`src/rtl/prbs16_pkg.sv`:
```
package prbs16_pkg;

    localparam int STATE_W = 16;

    typedef logic [STATE_W-1:0] state_t;

    typedef enum logic {ARCH_EXT = 1'b0, ARCH_INT = 1'b1} arch_e;
    typedef enum logic {FB_XOR = 1'b0, FB_XNOR = 1'b1} fbpol_e;

    typedef struct packed {
        state_t value;
        logic   refused;
    } seed_res_t;

    function automatic state_t mirror_bits(state_t v);
        state_t r;
        for (int i = 0; i < STATE_W; i++) r[i] = v[STATE_W-1-i];
        return r;
    endfunction

    function automatic state_t lock_state(fbpol_e pol);
        return (pol == FB_XNOR) ? '1 : '0;
    endfunction

    function automatic state_t reset_state(fbpol_e pol, state_t safe);
        return (pol == FB_XNOR) ? '0 : safe;
    endfunction

endpackage

```
`src/rtl/prbs16_step.sv`:
```
module prbs16_step
    import prbs16_pkg::*;
#(
    parameter arch_e  ARCH = ARCH_EXT,
    parameter fbpol_e POL  = FB_XOR,
    parameter state_t POLY = 16'h002D
) (
    input  state_t cur,
    output state_t nxt
);
    localparam state_t INT_MASK = mirror_bits(POLY);

    generate
        if (ARCH == ARCH_EXT) begin : g_ext
            logic par;
            assign par = ^(cur & POLY);
            if (POL == FB_XNOR) begin : g_inv
                assign nxt = {~par, cur[STATE_W-1:1]};
            end else begin : g_pl
                assign nxt = {par, cur[STATE_W-1:1]};
            end
        end else begin : g_int
            if (POL == FB_XNOR) begin : g_inv
                assign nxt = {1'b1, cur[STATE_W-1:1]} ^ (cur[0] ? '0 : INT_MASK);
            end else begin : g_pl
                assign nxt = {1'b0, cur[STATE_W-1:1]} ^ (cur[0] ? INT_MASK : '0);
            end
        end
    endgenerate
endmodule

```
`src/rtl/prbs16_seed_guard.sv`:
```
module prbs16_seed_guard
    import prbs16_pkg::*;
#(
    parameter fbpol_e POL       = FB_XOR,
    parameter state_t SAFE_SEED = 16'hACE1
) (
    input  state_t    seed,
    output seed_res_t res
);
    localparam state_t BAD = lock_state(POL);

    always_comb begin
        res.refused = (seed == BAD);
        res.value   = res.refused ? SAFE_SEED : seed;
    end
endmodule

```
`src/rtl/prbs16_core.sv`:
```
module prbs16_core
    import prbs16_pkg::*;
#(
    parameter arch_e  ARCH      = ARCH_EXT,
    parameter fbpol_e POL       = FB_XOR,
    parameter state_t POLY      = 16'h002D,
    parameter state_t SAFE_SEED = 16'hACE1
) (
    input  logic               clk,
    input  logic               rst,
    input  logic               step_en,
    input  logic               load_en,
    input  logic [STATE_W-1:0] seed_i,
    output logic [STATE_W-1:0] state_o,
    output logic               serial_o,
    output logic               lockup_o
);
    localparam state_t RST_VAL = reset_state(POL, SAFE_SEED);

    state_t    state_q;
    state_t    nxt;
    seed_res_t guarded;
    logic      flag_q;

    prbs16_step #(.ARCH(ARCH), .POL(POL), .POLY(POLY)) u_step (
        .cur(state_q),
        .nxt(nxt)
    );

    prbs16_seed_guard #(.POL(POL), .SAFE_SEED(SAFE_SEED)) u_guard (
        .seed(seed_i),
        .res (guarded)
    );

    always_ff @(posedge clk) begin
        if (rst) begin
            state_q <= RST_VAL;
            flag_q  <= 1'b0;
        end else begin
            flag_q <= 1'b0;
            if (load_en) begin
                state_q <= guarded.value;
                flag_q  <= guarded.refused;
            end else if (step_en) begin
                state_q <= nxt;
            end
        end
    end

    assign state_o  = state_q;
    assign serial_o = state_q[0];
    assign lockup_o = flag_q;
endmodule

```
`config.mk`:
```
export PLATFORM = sky130hd
export DESIGN_NAME = prbs16_core
export DESIGN_NICKNAME = d
export VERILOG_FILES = /design/src/rtl/prbs16_pkg.sv /design/src/rtl/prbs16_step.sv /design/src/rtl/prbs16_seed_guard.sv /design/src/rtl/prbs16_core.sv
export SDC_FILE = /design/constraint.sdc
export NUM_CORES = 1
export LEC_CHECK = 0
export BUFFER_PORTS_ARGS = -buffer_cell sky130_fd_sc_hd__buf_2
export CAP_MARGIN = 5
export CORE_AREA = 3 3 56 58
export DETAILED_ROUTE_END_ITERATION = 16
export DIE_AREA = 0 0 59 61
export GPL_TIMING_DRIVEN = 0
export PLACE_DENSITY = 0.82
export SETUP_SLACK_MARGIN = 0.4
export SYNTH_ARGS = -nofsm -noshare
export SYNTH_HDL_FRONTEND = slang
export SYNTH_HIERARCHICAL = 1
export SYNTH_SLANG_ARGS = --single-unit
export TNS_END_PERCENT = 30
```
`constraint.sdc`:
```
create_clock -name clk -period 1.8 [get_ports clk]
set_input_delay 0 -clock clk [delete_from_list [all_inputs] [get_ports clk]]
set_output_delay 0 -clock clk [all_outputs]
set_load 0.02 [all_outputs]
```
# [Word-level counts from Yosys, hierarchy flattened]
# Index checks and enable logic that the tools add are counted.
[totals] ramBits=0 regBits=17 output_inout_bits=18 elab_cells=10 romBits=0 inputBits=20 mem_count=0 latchBits=0
[classes] mux=3 n_shift=0 eq_ne=0 addsub=0 div_mod_pow=0 magnitude_cmp=0 n_mul=0 n_bitwise=1 n_reduce_logical=4
[ops] cell="$mux W16" n=3
[ops] cell="$logic_not A16 Y1" n=1
[ops] cell="$reduce_xor A16 Y1" n=1
[ops] cell="$reduce_bool A2 Y1" n=1
[ops] cell="$reduce_or A2 Y1" n=1
[ops] cell="$not A1 Y1" n=1

# [Longest topological paths before layout]
# Gate-level depths: netlist of run 1.
[depth] ltp_word=3 depth_mapped=5 ltp_nobuf=4

# [Modules after synthesis]
# Netlist of run 1, hierarchy kept.
[by_module_without_submodules] module="prbs16_core" area_per_inst_um2=783.3 n_inst=1 seq_area_each_um2=340.3 cells_each=73
[by_module_without_submodules] module="prbs16_seed_guard" area_per_inst_um2=271.5 n_inst=1 seq_area_each_um2=0.0 cells_each=33
[by_module_without_submodules] module="prbs16_step" area_per_inst_um2=146.4 n_inst=1 seq_area_each_um2=0.0 cells_each=19

# [Worst setup path after synthesis of run 1]
# OpenSTA, ideal clock, no wires.
[synth_timing] kind="input to register" start="input port seed_i[5]" end="register state_q[10] (netlist: state_o[10])" path_stages=5 setup_ps=70 path_buffers=1 slack_ps=576 arrival_time_ps=1154 required_ps=1730 path_cell_list="or4_1 -> buf_4 -> o41ai_2 -> nor3b_1 -> a21oi_1"
[synth_lines] item="start, declared" line_no="prbs16_core.sv:13" text="input logic [STATE_W-1:0] seed_i,"
[synth_lines] item="end signal, assigned" line_no="prbs16_core.sv:42" text="state_q <= guarded.value;"
[synth_lines] item="end signal, assigned" line_no="prbs16_core.sv:45" text="state_q <= nxt;"
[synth_lines] item="end, declared" line_no="prbs16_core.sv:20" text="state_t state_q;"

# [Worst setup path after layout of run 1]
[layout_timing] start="register state_q[0] (netlist: state_o[0])" end="register state_q[15] (netlist: state_o[15])"
[layout_between] elab_chain_cells=3
[layout_lines] item="$reduce_xor A16 Y1" line_no="prbs16_step.sv:16" text="assign par = ^(cur & POLY);"
[layout_lines] item="named net u_step.g_ext.par" line_no="prbs16_step.sv:15" text="logic par;"
[layout_lines] item="$mux W16" line_no="prbs16_core.sv:44" text="end else if (step_en) begin"
[layout_lines] item="$mux W16" line_no="prbs16_core.sv:41" text="if (load_en) begin"
# The timed path passes the listed nets, and every way through them passes these cells. The select of a mux whose other input is x is not followed.
# A chain may end at the register's enable or synchronous reset.

==> results of run 1 <==
## how the worst max path moves through the flow
| stage | depth (start not counted) | from | to |
|---|---|---|---|
| floorplan | 5 | seed_i[5] | state_o[10] |
| global placement | 6 | seed_i[0] | state_o[7] |
| detailed placement | 5 | seed_i[0] | state_o[15] |
| CTS | 5 | state_o[5] | state_o[15] |
| global route | 5 | state_o[5] | state_o[15] |
| finish | 5 | state_o[0] | state_o[15] |
## power groups by stage
stage                     registers [W]  logic, W  clock network, W
after global routing           0.000433  0.000313          0.000219
after floorplan                0.000469  0.000172                 0
after detailed placement       0.000437  0.000289                 0
after CTS                      0.000428  0.000291          0.000202
after global placement         0.000435  0.000283                 0
final                          0.000428  0.000288          0.000200
## worst register-to-register path, stage by stage, from the launching register on
cell,delay [ps]
sky130_fd_sc_hd__dfxtp_1,400
sky130_fd_sc_hd__xor2_1,250
sky130_fd_sc_hd__xnor2_1,110
sky130_fd_sc_hd__buf_4,130
sky130_fd_sc_hd__mux2i_1,140
sky130_fd_sc_hd__a2bb2oi_1,80
## state kept, by name (all words and copies together), names as in the netlist
| register | flops |
|---|---|
| state_o | 16 |
| lockup_o | 1 |
## layout make-up
| cell class | instances | area (µm²) |
|---|---|---|
| Sequential cell | 17 | 340 |
| Clock buffer | 4 | 26.3 |
| Timing Repair Buffer | 36 | 180 |
| Tap cell | 31 | 38.8 |
| Multi-Input combinational cell | 65 | 583 |
| Buffer | 33 | 240 |
| Fill cell | 262 | 1260 |
| Inverter | 10 | 37.5 |
## logic make-up (layout without fill, tap and decap cells)
kind of cell           Yosys count  count (layout)  share of synthesized area
flip-flops                      17              17                      0.283
AO/OA/AOI/OAI                   24              24                      0.206
buffers and inverters           43              83                      0.231
multiplexers                    16              16                      0.133
AND/OR/NAND/NOR                 22              22                      0.124
XOR/XNOR                         3               3                     0.0219
## cells in the final DEF (no fill, tap or decap)
cell and count:
sky130_fd_sc_hd__a211oi_1 6, sky130_fd_sc_hd__a211oi_2 2, sky130_fd_sc_hd__a21oi_1 6, sky130_fd_sc_hd__a2bb2oi_1 2, sky130_fd_sc_hd__buf_12 1, sky130_fd_sc_hd__buf_2 37, sky130_fd_sc_hd__buf_4 18, sky130_fd_sc_hd__buf_6 4
sky130_fd_sc_hd__clkbuf_1 9, sky130_fd_sc_hd__clkbuf_2 1, sky130_fd_sc_hd__clkbuf_4 3, sky130_fd_sc_hd__dfxtp_1 17, sky130_fd_sc_hd__inv_1 10, sky130_fd_sc_hd__mux2i_1 16, sky130_fd_sc_hd__nand2b_1 1, sky130_fd_sc_hd__nor2_1 2
sky130_fd_sc_hd__nor2b_1 8, sky130_fd_sc_hd__nor3b_1 6, sky130_fd_sc_hd__nor4_1 1, sky130_fd_sc_hd__o41ai_2 8, sky130_fd_sc_hd__or4_1 3, sky130_fd_sc_hd__or4_4 1, sky130_fd_sc_hd__xnor2_1 2, sky130_fd_sc_hd__xor2_1 1
## routing by layer
metal | global-route usage | routed length, µm | up-vias
met5 | 0 | 0 | -
met4 | 0.0485 | 21 | 0
met3 | 0.0213 | 128 | 2
met2 | 0.270 | 1290 | 29
met1 | 0.194 | 1120 | 435
li1 | - | - | 493
## through the flow
step / instance area [µm²] / hold slack, ps
floorplan: 1200 / 152
global placement: 1420 / 337
detailed placement: 1420 / 344
CTS: 1450 / 44.5
global route: 1450 / 67.4
finish: 1450 / 44.6
==> key figures, run 1 <==
Status
  – Status: finished, final reports clean

Yosys
  – Unique cell type count in the Yosys netlist: 23
  – Cells taking the most area after synthesis: sky130_fd_sc_hd__dfxtp_1 28%, sky130_fd_sc_hd__mux2i_1 13%, sky130_fd_sc_hd__buf_4 11%, sky130_fd_sc_hd__o41ai_2 11%, sky130_fd_sc_hd__nor2b_1 4.2%
  – Net Count, Synth: about 150
  – Share of the synthesized area in the top cell type: 0.283
  – Ys Warns: 6
  – Share of flip-flops with an asynchronous set or reset after synthesis: 0
  – Post-synth top flop: sky130_fd_sc_hd__dfxtp_1
  – Number of enable-type register cells in the synthesized netlist: 0
  – Top post-synthesis cells by count: 18 x sky130_fd_sc_hd__buf_4, 17 x sky130_fd_sc_hd__dfxtp_1, 16 x sky130_fd_sc_hd__mux2i_1
  – Share of synthesized area occupied by flip-flops and latches: 0.283
  – Number of instances in the synthesized netlist: around 130
  – Most instantiated library cell after synthesis: sky130_fd_sc_hd__buf_4
  – Library cell occupying the most area in the post-synthesis netlist: sky130_fd_sc_hd__dfxtp_1
  – Avg Synthesized Cell Area: approximately 9.6 µm²
  – Number of storage elements in the synthesis netlist: 17
  – Netlist Area Pre-Place: between 1000 and 1500 µm²

Worst hold path
  – Tightest Hold Check Type: in -> reg
  – WHS Path Cells: 5
  – Beginning of the worst hold path: seed_i[10]
  – Worst hold path endpoint: state_o[10]

Routing
  – Vias/cell: 4.89
  – Number of search-and-repair iterations in the first detailed-routing pass: 4
  – Count of antenna-violating nets left after detailed routing: 0
  – Final routed wire length divided by cell count: between 10 and 15 µm
  – DRC marker count from the first detailed-route iteration: 19
  – DRC errors left: 0
  – Via count: about 960
  – Total Wirelength: 2.56 mm

Floorplan
  – Core Box Area: about 2700 µm²
  – Die height: between 60 and 70 µm
  – Starting density of the core: 0.443
  – # rows: 19
  – Die outline width: just under 60 µm
  – Overall die area: 3600 µm²
  – Ports: 38

Clocking
  – Number of buffers inserted for hold repair after clock tree synthesis: 0
  – Number of buffers inserted by post-CTS setup repair: 0
  – Clock buffer count from CTS: 3
  – Clk Tree Root Cell: sky130_fd_sc_hd__clkbuf_4
  – Deepest level of the CTS H-tree: 1
  – Resized cells post-CTS: 0
  – Clock network latency to the later pin of the worst-skew pair: between 200 and 300 ps
  – Clock sink total: 17
  – Clock-pin slew of the registers on the worst-case setup and hold paths: about 100 ps
  – CTS tree: done
  – CTS Buffer Depth: 2

Global route
  – Largest net degree at the start of global routing: 11
  – Total track usage: 0.154
  – First-pass GRT wire length: 4.26 mm
  – Antenna violations before repair: 0
  – Number of global-route vias before repair: approximately 950
  – Remaining global-route overflow: 0

Worst setup path
  – Worst reg2reg endpoint: state_o[15]
  – Origin of the critical flop-to-flop path: state_o[0]
  – Type of the setup path with the least slack: reg -> reg
  – Largest driver fanout on the critical path: 4
  – Buffering stage count on the worst path with inverters included: 1
  – Count of cells along the worst register-to-register path: 5
  – Crit-path max cell delay: 400 ps
  – Arrival time reported for the critical path endpoint: 1410 ps
  – CP top delay family: flip-flops
  – Cells along the critical path: xor2_1 -> xnor2_1 -> buf_4 -> mux2i_1 -> a2bb2oi_1
  – Cell with the largest stage delay on the worst path: sky130_fd_sc_hd__dfxtp_1
  – CP required: 1950 ps
  – Type of origin of the critical path: register
  – Type of element capturing the critical path: register
  – Register-to-register setup slack: 540 ps

Pwr
  – Switching share of power: 0.304
  – Leakage component of the power: around 0.68 nW
  – Cell-internal power: roughly 0.00064 W
  – VDD IR max: 0.403 mV
  – Net switching power figure: ~0.00028 W
  – Final Power: about 0.00092 W
  – Combinational group share of total power: 0.315
  – Sequential share of power: 0.467
  – Clock network fraction of total power: 0.218
  – Pwr per Cell Area: ~630 nW/µm²

Timing
  – Maximum operating frequency: ~790 MHz
  – Min setup slack post-route: ~540 ps
  – Final Hold Fails: 0
  – Period Utilization, post-route: 0.700
  – Final min period: around 1300 ps
  – Summed negative setup slack over all endpoints: 0 ps
  – Final setup fails: 0
  – Fin Clk Skew: around 4.6 ps
  – Relative slew slack: 0.652
  – RSZ-0062 raised after global routing: false
  – Count of pins over their slew limit: 0
  – Slew @ Worst Pin: 520 ps

Layout
  – Post-synthesis to final-layout area growth: 20.4%
  – Diode count: 0
  – Share of layout cells above drive strength 1: 0.455
  – Final Instance Count excl. Fillers: approximately 200
  – Final net count: about 190
  – Finished Core Util: 0.534

Placement
  – Gpl congestion: 0.828
  – Count of buffers inserted at the top-level ports: 36
  – Half-perimeter wire length after detailed placement: a little over 2 mm
  – Count of placed standard cells including taps: 192
  – Pre-CTS worst setup slack: roughly 340 ps

Flow run
  – Number of max-capacitance violations reported: 0
No activity file was read; power rests on OpenSTA's default activity.
==> run 2: changes to the inputs <==
--- a/config.mk
+++ b/config.mk
@@ -5,13 +5,14 @@
 export SDC_FILE = /design/constraint.sdc
 export NUM_CORES = 1
 export LEC_CHECK = 0
+export ABC_AREA = 1
 export BUFFER_PORTS_ARGS = -buffer_cell sky130_fd_sc_hd__buf_2
 export CAP_MARGIN = 5
-export CORE_AREA = 3 3 56 58
+export CORE_AREA = 3 3 55 57
 export DETAILED_ROUTE_END_ITERATION = 16
-export DIE_AREA = 0 0 59 61
+export DIE_AREA = 0 0 58 60
 export GPL_TIMING_DRIVEN = 0
-export PLACE_DENSITY = 0.82
+export PLACE_DENSITY = 0.81
 export SETUP_SLACK_MARGIN = 0.4
 export SYNTH_ARGS = -nofsm -noshare
 export SYNTH_HDL_FRONTEND = slang
==> constraint.sdc (replaced) <==
create_clock -name clk -period 1.2 [get_ports clk]
set_input_delay 0 -clock clk [delete_from_list [all_inputs] [get_ports clk]]
set_output_delay 0 -clock clk [all_outputs]
set_load 0.02 [all_outputs]
==> key figures, run 2 <==
Timing
  – Period Utilization, post-route: 0.798
  – Final setup fails: 0
  – RSZ-0062 raised after global routing: true
  – Min setup slack post-route: between 200 and 250 ps
  – Slew @ Worst Pin: between 300 and 400 ps
  – Maximum operating frequency: about 1000 MHz
  – Final min period: around 960 ps
  – Count of pins over their slew limit: 0
  – Summed negative setup slack over all endpoints: 0 ps
  – Final Hold Fails: 0
  – Fin Clk Skew: 6.14 ps
  – Relative slew slack: 0.766

Global route
  – First-pass GRT wire length: 4.15 mm
  – Met3 Resource Use GR: 0.0324
  – Total track usage: 0.153
  – Largest net degree at the start of global routing: 11
  – Antenna violations before repair: 0
  – Most crowded layer after global routing: met2
  – Remaining global-route overflow: 0
  – Met1 track utilization from global routing: 0.195
  – Number of global-route vias before repair: about 970
  – Met2 capacity usage during global routing: 0.261

Yosys
  – Number of instances in the synthesized netlist: approximately 180
  – Fraction of the mapped netlist area in simple logic gates: 0.387
  – Library cell occupying the most area in the post-synthesis netlist: sky130_fd_sc_hd__dfxtp_1
  – Post-Synth XOR/XNOR Area: 0.00777
  – Adder-cell share of the synthesized area: 0
  – Number of storage elements in the synthesis netlist: 17
  – Area fraction in compound gates after synthesis: 0.0355
  – Most instantiated library cell after synthesis: sky130_fd_sc_hd__nand2_1
  – Number of enable-type register cells in the synthesized netlist: 0
  – Share of flip-flops with an asynchronous set or reset after synthesis: 0
  – Share of the synthesized area in the top cell type: 0.302
  – Avg Synthesized Cell Area: 6.23 µm²
  – Share of synthesized area occupied by flip-flops and latches: 0.302
  – Unique cell type count in the Yosys netlist: 16
  – Netlist Area Pre-Place: about 1100 µm²
  – Cells taking the most area after synthesis: sky130_fd_sc_hd__dfxtp_1 30%, sky130_fd_sc_hd__nand2_1 19%, sky130_fd_sc_hd__buf_4 11%, sky130_fd_sc_hd__nand3_1 11%, sky130_fd_sc_hd__inv_1 7.7%
  – Multiplexer share of the synthesized area: 0
  – Net Count, Synth: roughly 200
  – Top post-synthesis cells by count: 58 x sky130_fd_sc_hd__nand2_1, 24 x sky130_fd_sc_hd__nand3_1, 23 x sky130_fd_sc_hd__inv_1
  – Ys Warns: 6
  – Dominant combinational cell family by area after synthesis: simple AND/OR/NAND/NOR gates
  – Post-synth top flop: sky130_fd_sc_hd__dfxtp_1

Worst setup path
  – Largest driver fanout on the critical path: 5
  – Count of cells along the worst register-to-register path: 8
  – Type of the setup path with the least slack: reg -> reg
  – Cell repeated most along the worst path: sky130_fd_sc_hd__nand2_1
  – Origin of the critical flop-to-flop path: state_o[2]
  – CP required: between 1000 and 1500 ps
  – Type of element capturing the critical path: register
  – Arrival time reported for the critical path endpoint: roughly 1200 ps
  – Worst reg2reg endpoint: state_o[15]
  – Crit-path max cell delay: ~400 ps
  – Cell with the largest stage delay on the worst path: sky130_fd_sc_hd__dfxtp_4
  – Register-to-register setup slack: roughly 240 ps
  – Cells along the critical path: nand2_2 -> inv_1 -> nor2_1 -> nand2_1 -> nand2_1 -> buf_4 -> nand2_1 -> nand3_1
  – Type of origin of the critical path: register

Pwr
  – Pwr per Cell Area: roughly 930 nW/µm²
  – Cell-internal power: just over 0.0009 W
  – Final Power: roughly 0.0014 W
  – Clock network fraction of total power: 0.227
  – Leakage component of the power: roughly 0.85 nW
  – Combinational group share of total power: 0.307
  – Sequential share of power: 0.466
  – Net switching power figure: 0.000450 W
  – Switching share of power: 0.325
  – VDD IR max: approximately 0.72 mV

Placement
  – Count of placed standard cells including taps: roughly 250
  – Gpl congestion: ~0.77
  – Half-perimeter wire length after detailed placement: ~1.9 mm
  – Count of buffers inserted at the top-level ports: 35
  – Pre-CTS worst setup slack: between 200 and 300 ps
  – Placed Instance Area: about 1400 µm²

Routing
  – Via count: roughly 1,100
  – Number of search-and-repair iterations in the first detailed-routing pass: 4
  – Total Wirelength: 2.63 mm
  – DRC errors left: 0
  – Vias/cell: between 4 and 5
  – Count of antenna-violating nets left after detailed routing: 0
  – Final routed wire length divided by cell count: slightly above 10 µm
  – DRC marker count from the first detailed-route iteration: 21

Clocking
  – Clock-pin slew of the registers on the worst-case setup and hold paths: 110 ps
  – Clock sink total: 17
  – Clock buffer count from CTS: 3
  – CTS tree: done
  – Deepest level of the CTS H-tree: 1
  – Clock network latency to the later pin of the worst-skew pair: 290 ps
  – Clk Tree Root Cell: sky130_fd_sc_hd__clkbuf_4
  – CTS Buffer Depth: 2

Layout
  – Finished layout cell area: roughly 1500 µm²
  – Final net count: roughly 240
  – Max FFs per register: 16
  – Most common cell after layout, fill and taps aside: sky130_fd_sc_hd__nand2_1
  – Post-synthesis to final-layout area growth: 32.5%
  – Final Instance Count excl. Fillers: 253
  – Diode count: 0
  – Highest-count cells in the layout ignoring fill and taps: 55 x sky130_fd_sc_hd__nand2_1, 30 x sky130_fd_sc_hd__buf_2, 20 x sky130_fd_sc_hd__inv_1, 20 x sky130_fd_sc_hd__buf_4, 18 x sky130_fd_sc_hd__nand3_1
  – Share of layout cells above drive strength 1: 0.408
  – Number of fillers in the final layout: around 240

Worst hold path
  – Beginning of the worst hold path: seed_i[6]
  – Tightest Hold Check Type: in -> reg
  – WHS Path Cells: 5
  – Worst hold path endpoint: state_o[6]

Floorplan
  – Ports: 38
  – # rows: 18
  – Die outline width: a little under 60 µm
  – Die height: roughly 60 µm
  – Overall die area: between 3000 and 4000 µm²
  – Starting density of the core: 0.447
  – Core Box Area: between 2000 and 3000 µm²

Status
  – Status: finished, final reports clean

Flow run
  – Number of max-capacitance violations reported: 0
[run 2: cell count changes after synthesis, moves of 8 or more]
cell / delta
sky130_fd_sc_hd__nand2_1: +58
sky130_fd_sc_hd__nand3_1: +24
sky130_fd_sc_hd__mux2i_1: -16
sky130_fd_sc_hd__inv_1: +13
sky130_fd_sc_hd__nor2_1: +8
sky130_fd_sc_hd__nor2b_1: -8
sky130_fd_sc_hd__o41ai_2: -8
[run 2: final cells by class]
type | instances | area (µm²) | area share
inverter | 24 | 90.1 | 0.0603
timing repair buffer | 38 | 226 | 0.152
buffer | 30 | 219 | 0.147
multi-input combinational | 110 | 536 | 0.358
clock buffer | 3 | 22.5 | 0.0151
sequential | 17 | 358 | 0.240
tap | 30 | 37.5 | 0.0251
clock inverter | 1 | 5.00 | 0.00335
[run 2: worst max path at each step]
stage,start,end,slack [ps],depth (start not counted)
after global placement,state_o[0],state_o[15],260,8
after floorplan,state_o[2],state_o[15],260,8
after CTS,state_o[2],state_o[15],240,8
after detailed placement,state_o[2],state_o[15],250,7
final,state_o[2],state_o[15],240,8
after global routing,state_o[5],state_o[15],190,8
[run 2: critical path: cells and delay by family (launching register included)]
kind,cells,cell delay [ps]
simple gates,6,290
buf+inv,2,170
flops,1,400
[run 2: cell families after synthesis]
| family | after synthesis |
|---|---|
| and+or+nand+nor | 101 |
| xor gates and xnor gates | 1 |
| DFF | 17 |
| buffers and inverters | 54 |
| AOI/OAI and AO/OA | 8 |
[run 2: timing repair]
item                                   4_1_cts  5_1_grt
endpoints found under the hold margin        1        0
setup endpoints to repair                   23       25
resized for setup                           13       13
setup buffers                                1        1
hold buffers                                 1        0
pin swaps                                    0        5
[run 2: through the flow]
step / utilization / hold slack, ps
final: 0.592 / 21.0
after global routing: 0.592 / 42.6
after CTS: 0.568 / 12.4
after detailed placement: 0.538 / 305
after global placement: 0.538 / 310
after floorplan: - / 216
[run 2: power groups by stage]
stage,Combinational [W],Sequential (W),Clock (W)
6_report,0.000425,0.000646,0.000315
5_1_grt,0.000468,0.000654,0.000337
4_1_cts,0.000404,0.000646,0.000327
3_5_place_dp,0.000383,0.000654,0
3_3_place_gp,0.000379,0.000654,0
2_1_floorplan,0.000224,0.000698,0
[run 2: routing by layer]
| layer | wire [µm] | vias up |
|---|---|---|
| li1 | - | 612 |
| met1 | 1210 | 507 |
| met2 | 1270 | 23 |
| met3 | 136 | 0 |
| met4 | 0 | 0 |
| met5 | 0 | - |
==> run 3: changes to the inputs <==
--- a/config.mk
+++ b/config.mk
@@ -5,14 +5,14 @@
 export SDC_FILE = /design/constraint.sdc
 export NUM_CORES = 1
 export LEC_CHECK = 0
-export ABC_AREA = 1
+export ABC_AREA = 0
 export BUFFER_PORTS_ARGS = -buffer_cell sky130_fd_sc_hd__buf_2
 export CAP_MARGIN = 5
-export CORE_AREA = 3 3 55 57
+export CORE_AREA = 3 3 56 58
 export DETAILED_ROUTE_END_ITERATION = 16
-export DIE_AREA = 0 0 58 60
+export DIE_AREA = 0 0 59 61
 export GPL_TIMING_DRIVEN = 0
-export PLACE_DENSITY = 0.81
+export PLACE_DENSITY = 0.82
 export SETUP_SLACK_MARGIN = 0.4
 export SYNTH_ARGS = -nofsm -noshare
 export SYNTH_HDL_FRONTEND = slang
==> constraint.sdc (replaced) <==
create_clock -name clk -period 0.9 [get_ports clk]
set_input_delay 0 -clock clk [delete_from_list [all_inputs] [get_ports clk]]
set_output_delay 0 -clock clk [all_outputs]
set_load 0.02 [all_outputs]
==> key figures, run 3 (synthesis results as in run 1) <==
Clocking
  – Number of buffers inserted for hold repair after clock tree synthesis: 0
  – Clock buffer count from CTS: 3
  – Deepest level of the CTS H-tree: 1
  – Clock network latency to the later pin of the worst-skew pair: approximately 290 ps
  – Clock-pin slew of the registers on the worst-case setup and hold paths: 100 ps
  – CTS Buffer Depth: 2
  – Clock sink total: 17
  – Clk Tree Root Cell: sky130_fd_sc_hd__clkbuf_4
  – CTS tree: done

Worst setup path
  – CP Depth: 6
  – Largest driver fanout on the critical path: 8
  – Cells along the critical path: buf_6 -> or4_4 -> buf_8 -> o41ai_2 -> nor3b_1 -> a21oi_1
  – Type of origin of the critical path: input port
  – CP top delay family: simple AND/OR/NAND/NOR gates
  – Type of element capturing the critical path: register
  – Arrival time reported for the critical path endpoint: about 1400 ps
  – CP required: between 1000 and 1500 ps
  – Count of cells along the worst register-to-register path: 5
  – Cell with the largest stage delay on the worst path: sky130_fd_sc_hd__or4_4
  – Type of the setup path with the least slack: in -> reg
  – Crit-path max cell delay: around 530 ps
  – Buffering stage count on the worst path with inverters included: 2

Floorplan
  – # rows: 19
  – Starting density of the core: 0.443
  – Overall die area: about 3600 µm²
  – Die height: ~61 µm
  – Core Box Area: 2710 µm²
  – Ports: 38
  – Die outline width: 59 µm

Layout
  – Highest-count cells in the layout ignoring fill and taps: 28 x sky130_fd_sc_hd__buf_4, 20 x sky130_fd_sc_hd__buf_6, 17 x sky130_fd_sc_hd__buf_2
  – Post-synthesis to final-layout area growth: 45.3%
  – Max FFs per register: 16
  – Number of fillers in the final layout: roughly 240
  – Most common cell after layout, fill and taps aside: sky130_fd_sc_hd__buf_4
  – Combined flip-flop and latch cell area: around 360 µm²
  – Finished layout cell area: between 1500 and 2000 µm²
  – Final net count: roughly 190
  – Diode count: 0
  – Share of layout cells above drive strength 1: 0.613
  – Multi-input gate area in the final layout: roughly 680 µm²

Flow run
  – Number of max-capacitance violations reported: 0

Timing
  – Final setup fails: 11
  – Fin Clk Skew: between 6 and 7 ps
  – Final min period: around 1200 ps
  – Summed negative setup slack over all endpoints: -1940 ps
  – Maximum operating frequency: roughly 860 MHz
  – Relative slew slack: 0.597
  – RSZ-0062 raised after global routing: true
  – Final Hold Fails: 0
  – Count of pins over their slew limit: 0
  – Min setup slack post-route: -259 ps
  – Worst hold slack after final layout: approximately 33 ps
  – Slew @ Worst Pin: around 600 ps
  – Period Utilization, post-route: 1.29

Worst hold path
  – Tightest Hold Check Type: in -> reg
  – WHS Path Cells: 5

Placement
  – Count of buffers inserted at the top-level ports: 36
  – Placed Instance Area: approximately 1400 µm²
  – Half-perimeter wire length after detailed placement: around 2.2 mm
  – Gpl congestion: 0.831
  – Pre-CTS worst setup slack: -587 ps

Pwr
  – Pwr per Cell Area: about 1200 nW/µm²
  – VDD IR max: approximately 1.2 mV
  – Leakage component of the power: just over 0.8 nW
  – Final Power: 0.00202 W

Global route
  – Total track usage: 0.177
  – Remaining global-route overflow: 0
  – Antenna violations before repair: 0
  – Number of global-route vias before repair: roughly 1,100
  – Largest net degree at the start of global routing: 11
  – First-pass GRT wire length: between 4 and 5 mm

Status
  – Status: complete, but fails checks
  – Failing checks: setup timing

Routing
  – Final routed wire length divided by cell count: ~15 µm
  – Count of antenna-violating nets left after detailed routing: 0
  – Total Wirelength: about 3.1 mm
  – Number of search-and-repair iterations in the first detailed-routing pass: 4
  – Vias/cell: roughly 5.2
  – Via count: roughly 1,100
  – DRC errors left: 0
  – DRC marker count from the first detailed-route iteration: 32
-- run 3: changes by cell type in the layout (fill, tap and decap cells not counted), sizes merged, moves of 4 or more --
cell	before	now
nor3b	0	6
inv	24	10
buf	59	68
a211oi	0	8
or4	0	4
nor2	15	2
nand2	62	0
o41ai	0	8
nand3	24	0
mux2i	0	16
nor2b	0	8
-- run 3: stage by stage --
| stage | utilization | std cells |
|---|---|---|
| 6_report | 0.644 | 204 |
| 3_5_place_dp | 0.527 | 192 |
| 3_3_place_gp | 0.527 | 192 |
| 5_1_grt | 0.644 | 204 |
| 4_1_cts | 0.611 | 203 |
| 2_1_floorplan | - | 125 |
-- run 3: final timing paths --
kind / start / to / slack, ps
setup / recovery: seed_i[3] / state_o[5] / -260
hold / removal: seed_i[0] / state_o[0] / 30
hold reg to reg: state_o[1] / state_o[1] / 580
setup reg to reg: state_o[5] / state_o[15] / -260
-- run 3: timing repair --
action                                  CTS  global route
pin swaps                                 8             2
endpoints found under the setup margin   35            35
endpoints found under the hold margin     0             0
cloned                                    1             0
gates resized for setup                  44            21
setup buffers                             6             1
-- run 3: cell type report --
cell class	instances	share of cell area
Multi-Input combinational cell	65	0.387
Sequential cell	17	0.206
Timing Repair Buffer	44	0.201
Buffer	33	0.146
Tap cell	31	0.0222
Inverter	10	0.0215
Clock buffer	3	0.0129
Clock inverter	1	0.00287
-- run 3: metal layers --
| layer | vias to the layer above | wire, µm | global-route usage |
|---|---|---|---|
| met2 | 32 | 1580 | 0.315 |
| met3 | 2 | 157 | 0.0277 |
| met5 | - | 0 | 0 |
| li1 | 516 | - | - |
| met1 | 508 | 1370 | 0.225 |
| met4 | 0 | 8 | 0.0388 |
-- run 3: worst reg2reg max path, cell delays in order, from the launching register on --
cell	delay (ps)
sky130_fd_sc_hd__dfxtp_2	350
sky130_fd_sc_hd__xor2_2	180
sky130_fd_sc_hd__xnor2_1	130
sky130_fd_sc_hd__buf_4	130
sky130_fd_sc_hd__mux2i_1	140
sky130_fd_sc_hd__a2bb2oi_1	90
-- run 3: report_power, final --
part	switching (W)	internal [W]	total (W)
clock network	0.000254	0.000165	0.000420
logic	0.000323	0.000405	0.000728
registers	0.0000586	0.000817	0.000875
